$ cat src/rtl/swc_pkg.sv
package swc_pkg;
  typedef enum logic [2:0] {
    ST_AWAKE   = 3'd0,
    ST_NAP_IRQ = 3'd1,
    ST_NAP_EVT = 3'd2,
    ST_DEEP    = 3'd3,
    ST_RESTORE = 3'd4
  } swc_state_e;
endpackage

$ cat src/rtl/swc_irq_eval.sv
module swc_irq_eval #(
  parameter int NUM_IRQ = 8,
  parameter int PRIO_W  = 2
) (
  input  logic                      clk,
  input  logic                      rst_n,
  input  logic [NUM_IRQ-1:0]        irq_pend,
  input  logic [NUM_IRQ-1:0]        irq_en,
  input  logic [NUM_IRQ*PRIO_W-1:0] irq_prio,
  input  logic [PRIO_W-1:0]         cur_prio,
  output logic                      irq_qual,
  output logic                      pend_edge
);
  logic [NUM_IRQ-1:0] pend_q;
  logic [NUM_IRQ-1:0] qual_vec;

  // Lower numeric value means higher priority; strictly below current level.
  for (genvar gi = 0; gi < NUM_IRQ; gi++) begin : g_qual
    assign qual_vec[gi] = irq_pend[gi] & irq_en[gi] &
                          (irq_prio[gi*PRIO_W +: PRIO_W] < cur_prio);
  end

  always_ff @(posedge clk or negedge rst_n) begin
    if (!rst_n) pend_q <= '0;
    else        pend_q <= irq_pend;
  end

  assign irq_qual  = |qual_vec;
  assign pend_edge = |(irq_pend & ~pend_q);
endmodule

$ cat src/rtl/swc_event_latch.sv
module swc_event_latch (
  input  logic clk,
  input  logic rst_n,
  input  logic set_i,
  input  logic clr_i,
  output logic latch_o
);
  logic latch_q, latch_d, latch_en;

  assign latch_en = set_i | clr_i;
  assign latch_d  = clr_i ? 1'b0 : 1'b1;

  always_ff @(posedge clk or negedge rst_n) begin
    if (!rst_n)        latch_q <= 1'b0;
    else if (latch_en) latch_q <= latch_d;
  end

  assign latch_o = latch_q;

  AST_LATCH_CLEARS: assert property (@(posedge clk) disable iff (!rst_n)
    clr_i |=> !latch_o) else $error("latch not cleared");
  AST_LATCH_SETS: assert property (@(posedge clk) disable iff (!rst_n)
    (set_i && !clr_i) |=> latch_o) else $error("latch not set");
endmodule

$ cat src/rtl/swc_restore_timer.sv
module swc_restore_timer #(
  parameter int CYCLES = 4
) (
  input  logic clk,
  input  logic rst_n,
  input  logic start_i,
  input  logic run_i,
  output logic done_o
);
  localparam int CW = (CYCLES < 2) ? 1 : $clog2(CYCLES + 1);

  logic [CW-1:0] cnt_q, cnt_d;
  logic          cnt_en;

  assign cnt_en = start_i | (run_i & (cnt_q != '0));

  always_comb begin
    if (start_i) cnt_d = CW'(CYCLES - 1);
    else         cnt_d = cnt_q - 1'b1;
  end

  always_ff @(posedge clk or negedge rst_n) begin
    if (!rst_n)      cnt_q <= '0;
    else if (cnt_en) cnt_q <= cnt_d;
  end

  assign done_o = (cnt_q == '0);

  AST_TIMER_STEPS: assert property (@(posedge clk) disable iff (!rst_n)
    (run_i && !start_i && cnt_q != '0) |=> (cnt_q == $past(cnt_q) - 1'b1))
    else $error("restore timer stalled");
endmodule

$ cat src/rtl/sleep_wake_ctrl.sv
module sleep_wake_ctrl
  import swc_pkg::*;
#(
  parameter int NUM_IRQ        = 8,
  parameter int PRIO_W         = 2,
  parameter int RESTORE_CYCLES = 4
) (
  input  logic                      clk,
  input  logic                      rst_n,
  input  logic                      req_wait_irq,
  input  logic                      req_wait_evt,
  input  logic [NUM_IRQ-1:0]        irq_pend,
  input  logic [NUM_IRQ-1:0]        irq_en,
  input  logic [NUM_IRQ*PRIO_W-1:0] irq_prio,
  input  logic [PRIO_W-1:0]         cur_prio,
  input  logic                      mask_all,
  input  logic                      ext_evt,
  input  logic                      peer_evt,
  input  logic                      pend_is_event,
  input  logic                      deep_sel,
  output logic                      sleeping,
  output logic                      deep_sleeping,
  output logic                      wake_pulse,
  output logic                      take_ok,
  output logic                      pmu_wake_req
);
  swc_state_e state_q, state_d;
  logic       dp_evt_q, dp_evt_d;
  logic       wake_q, wake_d;
  logic       irq_qual, pend_edge, event_in;
  logic       latch, consume, tmr_start, tmr_done;

  swc_irq_eval #(.NUM_IRQ(NUM_IRQ), .PRIO_W(PRIO_W)) u_eval (
    .clk(clk), .rst_n(rst_n), .irq_pend(irq_pend), .irq_en(irq_en),
    .irq_prio(irq_prio), .cur_prio(cur_prio),
    .irq_qual(irq_qual), .pend_edge(pend_edge)
  );

  assign event_in = ext_evt | peer_evt | (pend_is_event & pend_edge);

  swc_event_latch u_latch (
    .clk(clk), .rst_n(rst_n), .set_i(event_in), .clr_i(consume), .latch_o(latch)
  );

  swc_restore_timer #(.CYCLES(RESTORE_CYCLES)) u_tmr (
    .clk(clk), .rst_n(rst_n), .start_i(tmr_start),
    .run_i(state_q == ST_RESTORE), .done_o(tmr_done)
  );

  // Next-state logic
  always_comb begin
    state_d   = state_q;
    dp_evt_d  = dp_evt_q;
    wake_d    = 1'b0;
    consume   = 1'b0;
    tmr_start = 1'b0;
    unique case (state_q)
      ST_AWAKE: begin
        if (req_wait_irq) begin
          dp_evt_d = 1'b0;
          state_d  = deep_sel ? ST_DEEP : ST_NAP_IRQ;
        end else if (req_wait_evt) begin
          if (latch | event_in) begin
            consume = 1'b1;
          end else begin
            dp_evt_d = 1'b1;
            state_d  = deep_sel ? ST_DEEP : ST_NAP_EVT;
          end
        end
      end
      ST_NAP_IRQ: begin
        if (irq_qual) begin
          state_d = ST_AWAKE;
          wake_d  = 1'b1;
        end
      end
      ST_NAP_EVT: begin
        if (irq_qual | event_in) begin
          state_d = ST_AWAKE;
          wake_d  = 1'b1;
          consume = 1'b1;
        end
      end
      ST_DEEP: begin
        if (irq_qual | (dp_evt_q & event_in)) begin
          state_d   = ST_RESTORE;
          wake_d    = 1'b1;
          tmr_start = 1'b1;
          consume   = dp_evt_q;
        end
      end
      ST_RESTORE: begin
        if (tmr_done) state_d = ST_AWAKE;
      end
      default: state_d = ST_AWAKE;
    endcase
  end

  // State registers
  always_ff @(posedge clk or negedge rst_n) begin
    if (!rst_n) begin
      state_q  <= ST_AWAKE;
      dp_evt_q <= 1'b0;
      wake_q   <= 1'b0;
    end else begin
      state_q  <= state_d;
      dp_evt_q <= dp_evt_d;
      wake_q   <= wake_d;
    end
  end

  assign sleeping      = (state_q == ST_NAP_IRQ) | (state_q == ST_NAP_EVT) |
                         (state_q == ST_DEEP);
  assign deep_sleeping = (state_q == ST_DEEP);
  assign wake_pulse    = wake_q;
  assign pmu_wake_req  = (state_q == ST_RESTORE);
  assign take_ok       = (state_q == ST_AWAKE) & irq_qual & ~mask_all;

  AST_IRQ_NAP_HOLDS: assert property (@(posedge clk) disable iff (!rst_n)
    (state_q == ST_NAP_IRQ && !irq_qual) |=> sleeping)
    else $error("interrupt-wait left without cause");
  AST_DEEP_HOLDS: assert property (@(posedge clk) disable iff (!rst_n)
    (state_q == ST_DEEP && !irq_qual && !(dp_evt_q && event_in)) |=> deep_sleeping)
    else $error("deep sleep left without cause");
  AST_WAKE_SINGLE: assert property (@(posedge clk) disable iff (!rst_n)
    wake_pulse |=> !wake_pulse) else $error("wake pulse too long");
  AST_WAKE_AFTER_SLEEP: assert property (@(posedge clk) disable iff (!rst_n)
    wake_pulse |-> $past(sleeping)) else $error("wake pulse without sleep");
  AST_RESTORE_NO_TAKE: assert property (@(posedge clk) disable iff (!rst_n)
    pmu_wake_req |-> !take_ok) else $error("handler during restore");
endmodule

$ cat config.mk
export PLATFORM = sky130hd
export DESIGN_NAME = sleep_wake_ctrl
export DESIGN_NICKNAME = d
export VERILOG_FILES = /design/src/rtl/swc_pkg.sv /design/src/rtl/swc_irq_eval.sv /design/src/rtl/swc_event_latch.sv /design/src/rtl/swc_restore_timer.sv /design/src/rtl/sleep_wake_ctrl.sv
export SDC_FILE = /design/constraint.sdc
export NUM_CORES = 1
export LEC_CHECK = 0
export CORE_UTILIZATION = 36
export CTS_CLUSTER_SIZE = 14
export DETAILED_ROUTE_END_ITERATION = 12
export GPL_TIMING_DRIVEN = 0
export PLACE_DENSITY_LB_ADDON = 0.1
export RECOVER_POWER = 100
export REMOVE_ABC_BUFFERS = 1
export SYNTH_ARGS = -nofsm -noshare
export SYNTH_HDL_FRONTEND = slang
export SYNTH_SLANG_ARGS = --single-unit
export TNS_END_PERCENT = 50
$ cat constraint.sdc
create_clock -name clk -period 2.6 [get_ports clk]
set_clock_uncertainty 0.05 [all_clocks]
set_input_delay 0.78 -clock clk [delete_from_list [all_inputs] [get_ports clk]]
set_output_delay 0.78 -clock clk [all_outputs]
set_load 0.01 [all_outputs]
# [After elaboration in Yosys (flattened, before gate mapping)]
# Cells that the tools add are included.
[op_classes] order_cmp=8 n_addsub=1 n_bitwise=33 reduce_logical=8 n_eq_ne=11 n_mux=25
[op_table] cell="3-bit two-way mux" count=8
[op_table] cell="1-bit bitwise AND" count=21
[op_table] cell="2-bit less-than comparator" count=8
[op_table] cell="8-bit OR reduction" count=2
[op_table] cell="3-bit case mux with 5 select lines" count=1
[op_table] cell="1-bit two-way mux" count=13
[op_table] cell="1-bit OR" count=9
[op_table] cell="8-bit bitwise AND" count=1
[op_table] cell="2-bit != test, second input constant" count=4
[op_table] cell="8-bit NOT" count=1
[op_table] cell="3-bit by 2-bit == test with 1-bit output, second input constant" count=2
[op_table] cell="3-bit zero test" count=2
[op_table] cell="3-bit != test, second input constant" count=2
[op_table] cell="1-bit case mux with 3 select lines" count=2
[op_table] cell="6-bit AND reduction" count=1
[op_table] cell="3-bit by 1-bit == test with 1-bit output, second input constant" count=1
[op_table] cell="3-bit == test, second input constant" count=1
[op_table] cell="3-bit AND reduction" count=1
[op_table] cell="3-bit nonzero test" count=1
[op_table] cell="3-bit by 1-bit subtractor with 3-bit output, second input constant" count=1
[op_table] cell="2-bit two-way mux" count=1
[op_table] cell="2-bit by 1-bit != test with 1-bit output, second input constant" count=1
[op_table] cell="2-bit nonzero test" count=1
[op_table] cell="1-bit NOT" count=1
[word_totals] ff_bits=17 wordCells=92 input_bits=43 out_inout_bits=5

# [Longest topological paths before layout]
# Gate-level depths: netlist of run 1.
[logic_depth] depth_word=11 ltp_mapped=7 mapped_depth_nobuf=7

# [Cells and area by module]
# A second synthesis of run 1 with hierarchy kept.
[hier_totals] hier_cells=108 hier_area_um2=1074.8
[by_module_without_submodules] mod="swc_irq_eval" cells_each=55 area_per_inst_um2=515.5 seq_area_each_um2=200.2 instances=1
[by_module_without_submodules] mod="sleep_wake_ctrl" cells_each=34 area_per_inst_um2=341.6 seq_area_each_um2=125.1 instances=1
[by_module_without_submodules] mod="swc_restore_timer" cells_each=17 area_per_inst_um2=182.7 seq_area_each_um2=75.1 instances=1
[by_module_without_submodules] mod="swc_event_latch" cells_each=2 area_per_inst_um2=35.0 seq_area_each_um2=25.0 instances=1

# [Least setup slack after synthesis of run 1]
# OpenSTA, ideal clock, no wires.
[synth_path] kind="input port to output port" start="input cur_prio[1]" end="output take_ok" slack_ns=-0.145 path_buffers=0 arrival_ns=1.915 required_time_ns=1.770 stages=6 path_cell_list="inv_1 -> ha_1 -> a211oi_1 -> nor4_1 -> nand4_1 -> and3b_1"
[synth_between] elab_chain_cells=5 word_cells_on_any_way=19 cone_classes="order compare (8); bitwise (10); reduce/logical (1)"
[synth_rtl] element="from (decl)" line="sleep_wake_ctrl.sv:15" source="input logic [PRIO_W-1:0] cur_prio,"
[synth_rtl] element="2-bit less-than comparator" line="swc_irq_eval.sv:20" source="(irq_prio[gi*PRIO_W +: PRIO_W] < cur_prio);"
[synth_rtl] element="1-bit bitwise AND" line="swc_irq_eval.sv:19" source="assign qual_vec[gi] = irq_pend[gi] & irq_en[gi] &"
[synth_rtl] element="8-bit OR reduction (*)" line="swc_irq_eval.sv:28" source="assign irq_qual = |qual_vec;"
[synth_rtl] element="1-bit bitwise AND (*) (2 in a row)" line="sleep_wake_ctrl.sv:117" source="assign take_ok = (state_q == ST_AWAKE) & irq_qual & ~mask_all;"
[synth_rtl] element="to (decl)" line="sleep_wake_ctrl.sv:24" source="output logic take_ok,"
# Every way passes the cells marked *; elsewhere a longest branch is shown, timed or not.

# [Final worst setup path of run 1]
# Same ends and word-level chain as after synthesis.

==> results of run 1 <==
## metal layers
layer,wire (um),global-route usage
met5,0,0
met1,1030,0.206
met3,126,0.0539
met2,1310,0.318
met4,0,0.0250
## worst reg2reg max path, delay by kind of cell, from the launching register on
family	cells	cell delay, ns
simple gates	3	0.78
flops	1	0.35
compound gates	2	0.55
## cell usage after synthesis
library cell and n:
o21ai_0 6, nand4_1 1, o21ai_1 1, and3b_1 1, nand2_1 11, nor2b_1 1
o41ai_1 1, nor3_1 2, a21boi_0 1, xnor2_1 1, inv_1 13, o22ai_2 1
nand2b_1 8, o221a_2 1, and2_1 3, nand2_2 1, a22oi_1 1, nand4b_1 2
a21o_1 1, ha_1 10, nor2_1 6, o41ai_2 1, inv_2 1, or4b_1 1
a21oi_1 1, o211ai_1 2, o22ai_1 3, a211o_1 1, dfrtp_1 17, xor2_1 1
a211oi_1 4, nor4_1 1, o21a_1 1, nand3_1 2
## sequential cells by signal, indices dropped and copies added, names as in the netlist
register / count
u_eval.pend_q: 8
state_q: 3
u_tmr.cnt_q: 3
dp_evt_q: 1
u_latch.latch_o: 1
wake_pulse: 1
## repair_timing
| item | in CTS | in global routing |
|---|---|---|
| endpoints found under the hold margin | 0 | 0 |
| endpoints found under the setup margin | 9 | 2 |
| cloned | 0 | 0 |
| pin swaps | 18 | 2 |
| resized for setup | 64 | 1 |
| buffers inserted | 2 | 0 |
## cell type report
class | instances | area share
multi-input cells | 78 | 0.388
repair buffers | 49 | 0.276
flip-flops and latches | 17 | 0.260
inverters | 14 | 0.0368
well taps | 30 | 0.0230
clock buffers | 4 | 0.0161
## metrics by stage
stage / total power, mW / utilization / hold slack, ns
6_report: 0.876 / 0.631 / 0.472
5_1_grt: 0.949 / 0.631 / 0.491
4_1_cts: 0.898 / 0.634 / 0.474
3_5_place_dp: 0.748 / 0.592 / 0.456
3_3_place_gp: 0.735 / 0.592 / 0.441
2_1_floorplan: 0.571 / - / 0.421
## kinds of logic (layout without fill, tap and decap cells)
family	count (synthesis)	after routing	share of synthesized area
fa+ha+maj	10	10	0.122
flops	17	17	0.415
simple gates	40	40	0.209
xor+xnor	2	2	0.0171
buf+inv	14	67	0.0512
compound gates	26	26	0.187
## final timing paths
kind,from,endpoint,slack (ns),cells past startpoint
worst max-delay path,cur_prio[1],take_ok,-0.27,9
worst min-delay path,dp_evt_q,dp_evt_q,0.47,1
worst max register to register,u_eval.pend_q[0],state_q[0],0.81,5
worst min register to register,dp_evt_q,dp_evt_q,0.47,1
max in group asynchronous,rst_n,state_q[1],1.07,1
min in group asynchronous,rst_n,u_eval.pend_q[1],0.95,1
## cell usage in the layout (no fill, tap or decap), types with 4 or more instances in the layout
cell             Yosys  final
a211oi_2             0      4
buf_2                0      5
clkdlybuf4s50_1      0     19
dfrtp_1             17     17
dlygate4sd2_1        0     15
dlygate4sd3_1        0      6
ha_1                10      7
inv_1               13     12
nand2_1             11     11
nand2b_1             8      4
nand2b_4             0      4
nor2_1               6      6
o21ai_1              1      5
## power breakdown
part / total (mW) / internal (mW) / switching, mW
Sequential: 0.364 / 0.325 / 0.0397
Clock: 0.136 / 0.0596 / 0.0766
Combinational: 0.375 / 0.198 / 0.178
==> impl_metrics.prom, run 1 <==
# TYPE chip_impl_metric gauge
chip_impl_info{name="outcome",value="finished, violations left"} 1
chip_impl_info{name="failed_checks",value="setup timing"} 1
chip_impl_metric{name="final_max_slew_viol_count",unit=""} 0
chip_impl_metric{name="grt_util_all_layers",unit=""} 0.175
chip_impl_metric{name="worst-slew-pin-transition",unit="ns"} 0.762
chip_impl_metric{name="avgSynthCellArea",unit="um^2"} 9.41
chip_impl_metric{name="timing.max_slew.rel_slack",unit=""} 0.490
chip_impl_metric{name="dpl_cell_area",unit="mm^2"} 0.00153
chip_impl_metric{name="area_growth_syn_to_layout",unit="%"} 59.3
chip_impl_info{name="critical_path.startpoint_type",value="primary input"} 1
chip_impl_metric{name="rows",unit=""} 18
chip_impl_metric{name="drv.max_cap_violation_count",unit=""} 0
chip_impl_metric{name="initial_core_util",unit=""} 0.396
chip_impl_info{name="holdCritPathClass",value="reg -> reg"} 1
chip_impl_metric{name="tritoncts_buffer_count",unit=""} 3
chip_impl_metric{name="post-route-period-util",unit=""} 1.10
chip_impl_metric{name="cp.arrival",unit="ns"} 2.04
chip_impl_metric{name="cts_hold_repair.buffers",unit=""} 0
chip_impl_info{name="cts_root_buffer",value="clkbuf_4"} 1
chip_impl_metric{name="report.final.setup_viol",unit=""} 1
chip_impl_metric{name="placeableCoreArea",unit="mm^2"} 0.00259
chip_impl_metric{name="max-vdd-ir-drop",unit="V"} 0.000483
chip_impl_metric{name="synth_seq_area_share",unit=""} 0.415
chip_impl_info{name="clock_tree_from_tritoncts",value="done"} 1
chip_impl_metric{name="setup_slack",unit="ns"} -0.266
chip_impl_metric{name="vias_per_cell",unit=""} 5.04
chip_impl_metric{name="design.die.area",unit="mm^2"} 0.00307
chip_impl_metric{name="placer_s_final_routability_congestion_estimate",unit=""} 0.746
chip_impl_metric{name="final_net_count",unit=""} 216
chip_impl_metric{name="fillerInstances",unit=""} 229
chip_impl_metric{name="power.density_cell_area",unit="mW/mm^2"} 536
chip_impl_info{name="worst_path_max_delay_cell",value="ha_1"} 1
chip_impl_metric{name="static-leakage-power",unit="nW"} 0.778
chip_impl_metric{name="layout-drive-gt1-share",unit=""} 0.173
chip_impl_metric{name="grt_pass1_wl",unit="mm"} 4.28
chip_impl_metric{name="critical_path_peak_fanout",unit=""} 5
chip_impl_info{name="criticalPathCategory",value="in -> out"} 1
chip_impl_metric{name="dp_cells",unit=""} 186
chip_impl_metric{name="number_of_buffers_between_clock_root_and_the_deepest_sink",unit=""} 2
chip_impl_metric{name="wire_per_inst",unit="um"} 12.8
chip_impl_metric{name="synth_cell_types",unit=""} 34
chip_impl_metric{name="largest_net_degree_at_the_start_of_global_routing",unit=""} 18
chip_impl_metric{name="ant_nets",unit=""} 0
chip_impl_metric{name="largest_stage_delay_worst_path",unit="ns"} 0.26
chip_impl_metric{name="antenna_cells_inserted",unit=""} 0
chip_impl_metric{name="gr-total-overflow",unit=""} 0
chip_impl_metric{name="drt_pre_antenna_iters",unit=""} 4
chip_impl_metric{name="grt_pass1_vias",unit=""} 1002
chip_impl_info{name="rsz0062_at_grt",value="yes"} 1
chip_impl_metric{name="drt_drc_violations_left",unit=""} 0
chip_impl_metric{name="boundaryPins",unit=""} 48
chip_impl_metric{name="antenna_found_initial",unit=""} 0
chip_impl_metric{name="yosys_register_bits",unit=""} 17
chip_impl_metric{name="sequential_cell_area",unit="um^2"} 425
chip_impl_metric{name="synthesis.instances",unit=""} 109
chip_impl_metric{name="ys.warnings.count",unit=""} 0
chip_impl_metric{name="multiInputGateArea",unit="um^2"} 634
chip_impl_metric{name="worstPathRequired",unit="ns"} 1.77
chip_impl_metric{name="stdcell_area",unit="mm^2"} 0.00163
chip_impl_metric{name="timing.final.hold_violations",unit=""} 0
chip_impl_metric{name="io_buffer_count",unit=""} 47
chip_impl_metric{name="post_synth_instance_area",unit="mm^2"} 0.00103
chip_impl_info{name="synth.top_cells.by_area",value="dfrtp_1, ha_1, nand2b_1"} 1
chip_impl_metric{name="clk_latency_worst_skew_pair",unit="ns"} 0.28
chip_impl_info{name="cp_cell_sequence",value="buf_8 > inv_8 > buf_6 > ha_1 > o21ai_1 > a22oi_1 > nand4_1 > and3b_1 > buf_2"} 1
chip_impl_metric{name="final-instance-count-excl-fill",unit=""} 192
chip_impl_metric{name="layout_min_cycle_time",unit="ns"} 2.87
chip_impl_metric{name="wirelength",unit="mm"} 2.47
chip_impl_metric{name="via_count",unit=""} 967
chip_impl_metric{name="setup_total_negative_slack",unit="ns"} -0.266
chip_impl_metric{name="netlist.area_leader.share",unit=""} 0.415
chip_impl_metric{name="htree_num_levels",unit=""} 1
chip_impl_metric{name="clock_transition_at_the_registers_of_the_reported_paths",unit="ns"} 0.09
chip_impl_info{name="post-synth-top-area-cell",value="dfrtp_1"} 1
chip_impl_metric{name="dp_worst_setup_slack",unit="ns"} -1.38
chip_impl_metric{name="die_h",unit="um"} 55.4
chip_impl_metric{name="detail_route.iter0.violations",unit=""} 18
chip_impl_metric{name="max_freq",unit="MHz"} 349
chip_impl_metric{name="clock-sinks",unit=""} 17
chip_impl_metric{name="dieWidth",unit="um"} 55.4
chip_impl_info{name="critical_path.top_delay_family",value="buffers and inverters"} 1
chip_impl_info{name="worst_setup_path_end_kind",value="output pin"} 1
chip_impl_metric{name="placed_wire_length_estimate",unit="mm"} 1.91
chip_impl_metric{name="worst-path-buf-inv",unit=""} 4
No activity file was read; power rests on OpenSTA's default activity.
==> run 2: changes to the inputs <==
--- a/config.mk
+++ b/config.mk
@@ -5,6 +5,7 @@
 export SDC_FILE = /design/constraint.sdc
 export NUM_CORES = 1
 export LEC_CHECK = 0
+export CAP_MARGIN = 20
 export CORE_UTILIZATION = 36
 export CTS_CLUSTER_SIZE = 14
 export DETAILED_ROUTE_END_ITERATION = 12
@@ -12,6 +13,7 @@
 export PLACE_DENSITY_LB_ADDON = 0.1
 export RECOVER_POWER = 100
 export REMOVE_ABC_BUFFERS = 1
+export SLEW_MARGIN = 15
 export SYNTH_ARGS = -nofsm -noshare
 export SYNTH_HDL_FRONTEND = slang
 export SYNTH_SLANG_ARGS = --single-unit
==> results of run 2 <==
No change in the layout: final DEF, timing and power equal those of run 1.
==> run 3: changes to the inputs <==
--- a/config.mk
+++ b/config.mk
@@ -6,6 +6,7 @@
 export NUM_CORES = 1
 export LEC_CHECK = 0
 export CAP_MARGIN = 20
+export CORE_MARGIN = 5
 export CORE_UTILIZATION = 36
 export CTS_CLUSTER_SIZE = 14
 export DETAILED_ROUTE_END_ITERATION = 12
==> impl_metrics.prom, run 3 (synthesis gave the netlist of run 1 again) <==
# TYPE chip_impl_metric gauge
chip_impl_metric{name="area_growth_syn_to_layout",unit="%"} 59.8
chip_impl_metric{name="static-leakage-power",unit="nW"} 0.784
chip_impl_metric{name="worst-slew-pin-transition",unit="ns"} 0.774
chip_impl_metric{name="power.density_cell_area",unit="mW/mm^2"} 532
chip_impl_metric{name="number_of_buffers_between_clock_root_and_the_deepest_sink",unit=""} 2
chip_impl_metric{name="seqPwrFrac",unit=""} 0.420
chip_impl_metric{name="layout_min_cycle_time",unit="ns"} 2.90
chip_impl_metric{name="via_count",unit=""} 961
chip_impl_metric{name="drv.max_cap_violation_count",unit=""} 0
chip_impl_metric{name="internal_power",unit="mW"} 0.581
chip_impl_metric{name="worst-path-buf-inv",unit=""} 3
chip_impl_metric{name="antenna_found_initial",unit=""} 0
chip_impl_metric{name="layout-drive-gt1-share",unit=""} 0.179
chip_impl_metric{name="post-route-period-util",unit=""} 1.12
chip_impl_metric{name="dp_cells",unit=""} 187
chip_impl_metric{name="final_net_count",unit=""} 216
chip_impl_metric{name="max_freq",unit="MHz"} 345
chip_impl_metric{name="htree_num_levels",unit=""} 1
chip_impl_metric{name="ant_nets",unit=""} 0
chip_impl_info{name="critical_path.reg2reg.startpoint",value="u_eval.pend_q[0]"} 1
chip_impl_metric{name="clk_latency_worst_skew_pair",unit="ns"} 0.29
chip_impl_metric{name="setup_slack",unit="ns"} -0.303
chip_impl_info{name="cp_cell_sequence",value="buf_8 > inv_8 > ha_4 > a211oi_2 > nor4_2 > nand4_1 > and3b_1 > buf_2"} 1
chip_impl_metric{name="gr-total-overflow",unit=""} 0
chip_impl_metric{name="placeableCoreArea",unit="mm^2"} 0.00273
chip_impl_metric{name="power.share.switching",unit=""} 0.334
chip_impl_metric{name="grt_pass1_vias",unit=""} 1032
chip_impl_info{name="most-common-layout-cells",value="clkdlybuf4s50_1, dfrtp_1, dlygate4sd2_1"} 1
chip_impl_metric{name="detail_route.iter0.violations",unit=""} 25
chip_impl_metric{name="clock-sinks",unit=""} 17
chip_impl_metric{name="io_buffer_count",unit=""} 47
chip_impl_metric{name="initial_core_util",unit=""} 0.375
chip_impl_metric{name="drt_pre_antenna_iters",unit=""} 4
chip_impl_metric{name="placer_s_final_routability_congestion_estimate",unit=""} 0.758
chip_impl_metric{name="clock_transition_at_the_registers_of_the_reported_paths",unit="ns"} 0.08
chip_impl_info{name="rsz0062_at_grt",value="yes"} 1
chip_impl_metric{name="grt_pass1_wl",unit="mm"} 4.21
chip_impl_metric{name="largest_register_ffs",unit=""} 8
chip_impl_metric{name="regToRegSetupSlack",unit="ns"} 0.77
chip_impl_metric{name="cts_hold_repair.buffers",unit=""} 0
chip_impl_metric{name="worstRegToRegCells",unit=""} 5
chip_impl_info{name="failed_checks",value="setup timing"} 1
chip_impl_info{name="layout_top_registers",value="u_eval.pend_q x8, state_q x3, u_tmr.cnt_q x3"} 1
chip_impl_metric{name="worst_hold_path.num_cells",unit=""} 2
chip_impl_info{name="critical_path.startpoint_type",value="primary input"} 1
chip_impl_metric{name="grt_util_all_layers",unit=""} 0.131
chip_impl_info{name="holdCritPathClass",value="reg -> reg"} 1
chip_impl_metric{name="worstPathRequired",unit="ns"} 1.77
chip_impl_metric{name="rows",unit=""} 19
chip_impl_metric{name="vias_per_cell",unit=""} 4.98
chip_impl_metric{name="largest_net_degree_at_the_start_of_global_routing",unit=""} 18
chip_impl_metric{name="placed_wire_length_estimate",unit="mm"} 2.00
chip_impl_info{name="min-delay-start",value="u_tmr.cnt_q[1]"} 1
chip_impl_info{name="worst_setup_path_end_kind",value="output pin"} 1
chip_impl_metric{name="critical_path_peak_fanout",unit=""} 5
chip_impl_metric{name="final_max_slew_viol_count",unit=""} 0
chip_impl_metric{name="timing.max_slew.rel_slack",unit=""} 0.482
chip_impl_info{name="clock_tree_from_tritoncts",value="done"} 1
chip_impl_metric{name="net-switching-power",unit="mW"} 0.291
chip_impl_metric{name="tritoncts_buffer_count",unit=""} 3
chip_impl_info{name="worst_r2r_endpoint",value="state_q[0]"} 1
chip_impl_metric{name="largest_stage_delay_worst_path",unit="ns"} 0.30
chip_impl_metric{name="drt_drc_violations_left",unit=""} 0
chip_impl_metric{name="final-instance-count-excl-fill",unit=""} 193
chip_impl_info{name="criticalPathCategory",value="in -> out"} 1
chip_impl_metric{name="max-vdd-ir-drop",unit="V"} 0.000346
chip_impl_info{name="cts_root_buffer",value="clkbuf_4"} 1
chip_impl_info{name="layout_commonest_cell",value="clkdlybuf4s50_1"} 1
chip_impl_info{name="worst_hold_end",value="u_tmr.cnt_q[1]"} 1
chip_impl_metric{name="timing.final.hold_violations",unit=""} 0
chip_impl_info{name="top_register",value="u_eval.pend_q"} 1
chip_impl_info{name="worst_path_max_delay_cell",value="nor4_2"} 1
chip_impl_metric{name="antenna_cells_inserted",unit=""} 0
chip_impl_metric{name="wirelength",unit="mm"} 2.45
chip_impl_metric{name="final_util",unit=""} 0.600
chip_impl_metric{name="cp.arrival",unit="ns"} 2.07
chip_impl_metric{name="dieWidth",unit="um"} 63.4
chip_impl_metric{name="design.die.area",unit="mm^2"} 0.00402
chip_impl_metric{name="boundaryPins",unit=""} 48
chip_impl_metric{name="report.final.setup_viol",unit=""} 2
chip_impl_metric{name="wire_per_inst",unit="um"} 12.7
chip_impl_metric{name="die_h",unit="um"} 63.4
chip_impl_info{name="outcome",value="finished, violations left"} 1
chip_impl_info{name="critical_path.top_delay_family",value="simple AND/OR/NAND/NOR gates"} 1
chip_impl_info{name="crit_start",value="cur_prio[1]"} 1
chip_impl_metric{name="comb_power_share",unit=""} 0.423
chip_impl_metric{name="share_clk_of_total_power",unit=""} 0.157
==> run 3: layout make-up <==
class	count	area (um^2)
Clock buffer	4	26.3
Tap cell	31	38.8
Timing Repair Buffer	49	454
Fill cell	246	1090
Multi-Input combinational cell	78	634
Inverter	14	60.1
Sequential cell	17	425
==> run 3: power by group through the flow <==
stage | logic (mW) | registers [mW] | clock network [mW]
2_1_floorplan | 0.205 | 0.366 | 0
3_3_place_gp | 0.361 | 0.371 | 0
3_5_place_dp | 0.370 | 0.372 | 0
4_1_cts | 0.384 | 0.366 | 0.143
5_1_grt | 0.421 | 0.375 | 0.162
6_report | 0.369 | 0.366 | 0.137
==> run 3: worst reg2reg max path: cells and delay by family (launching register included) <==
kind / cells / cell delay, ns
and+or+nand+nor: 3 / 0.77
AOI/OAI and AO/OA: 2 / 0.61
DFF: 1 / 0.35
==> run 3: what timing repair did <==
| action | 4_1_cts | 5_1_grt |
|---|---|---|
| resized for setup | 66 | 2 |
| pin swaps | 18 | 7 |
| setup endpoints to repair | 6 | 1 |
| buffers inserted | 2 | 0 |
==> run 3: worst max path at each step <==
stage,to,slack [ns],cells past startpoint
after detailed placement,take_ok,-1.32,8
after CTS,take_ok,-0.31,8
after global placement,take_ok,-1.35,8
after floorplan,take_ok,-0.14,6
after global routing,take_ok,-0.37,8
final,take_ok,-0.30,8
==> run 3: per-layer routing <==
layer	up-vias	wire, um	GRT usage
met5	-	0	0
met4	0	47	0.0701
met3	5	219	0.0462
met2	40	1210	0.222
met1	426	979	0.141
li1	490	-	-
==> run 3: per-stage QoR <==
| step | area, um^2 | power (mW) | setup WS [ns] | hold WS [ns] | TNS (ns) |
|---|---|---|---|---|---|
| 2_1_floorplan | 1030 | 0.571 | -0.145 | 0.421 | -0.145 |
| 3_3_place_gp | 1540 | 0.732 | -1.35 | 0.442 | -4.25 |
| 3_5_place_dp | 1540 | 0.742 | -1.32 | 0.448 | -3.97 |
| 4_1_cts | 1650 | 0.894 | -0.309 | 0.469 | -0.309 |
| 5_1_grt | 1640 | 0.958 | -0.372 | 0.496 | -0.947 |
| 6_report | 1640 | 0.872 | -0.303 | 0.466 | -0.340 |
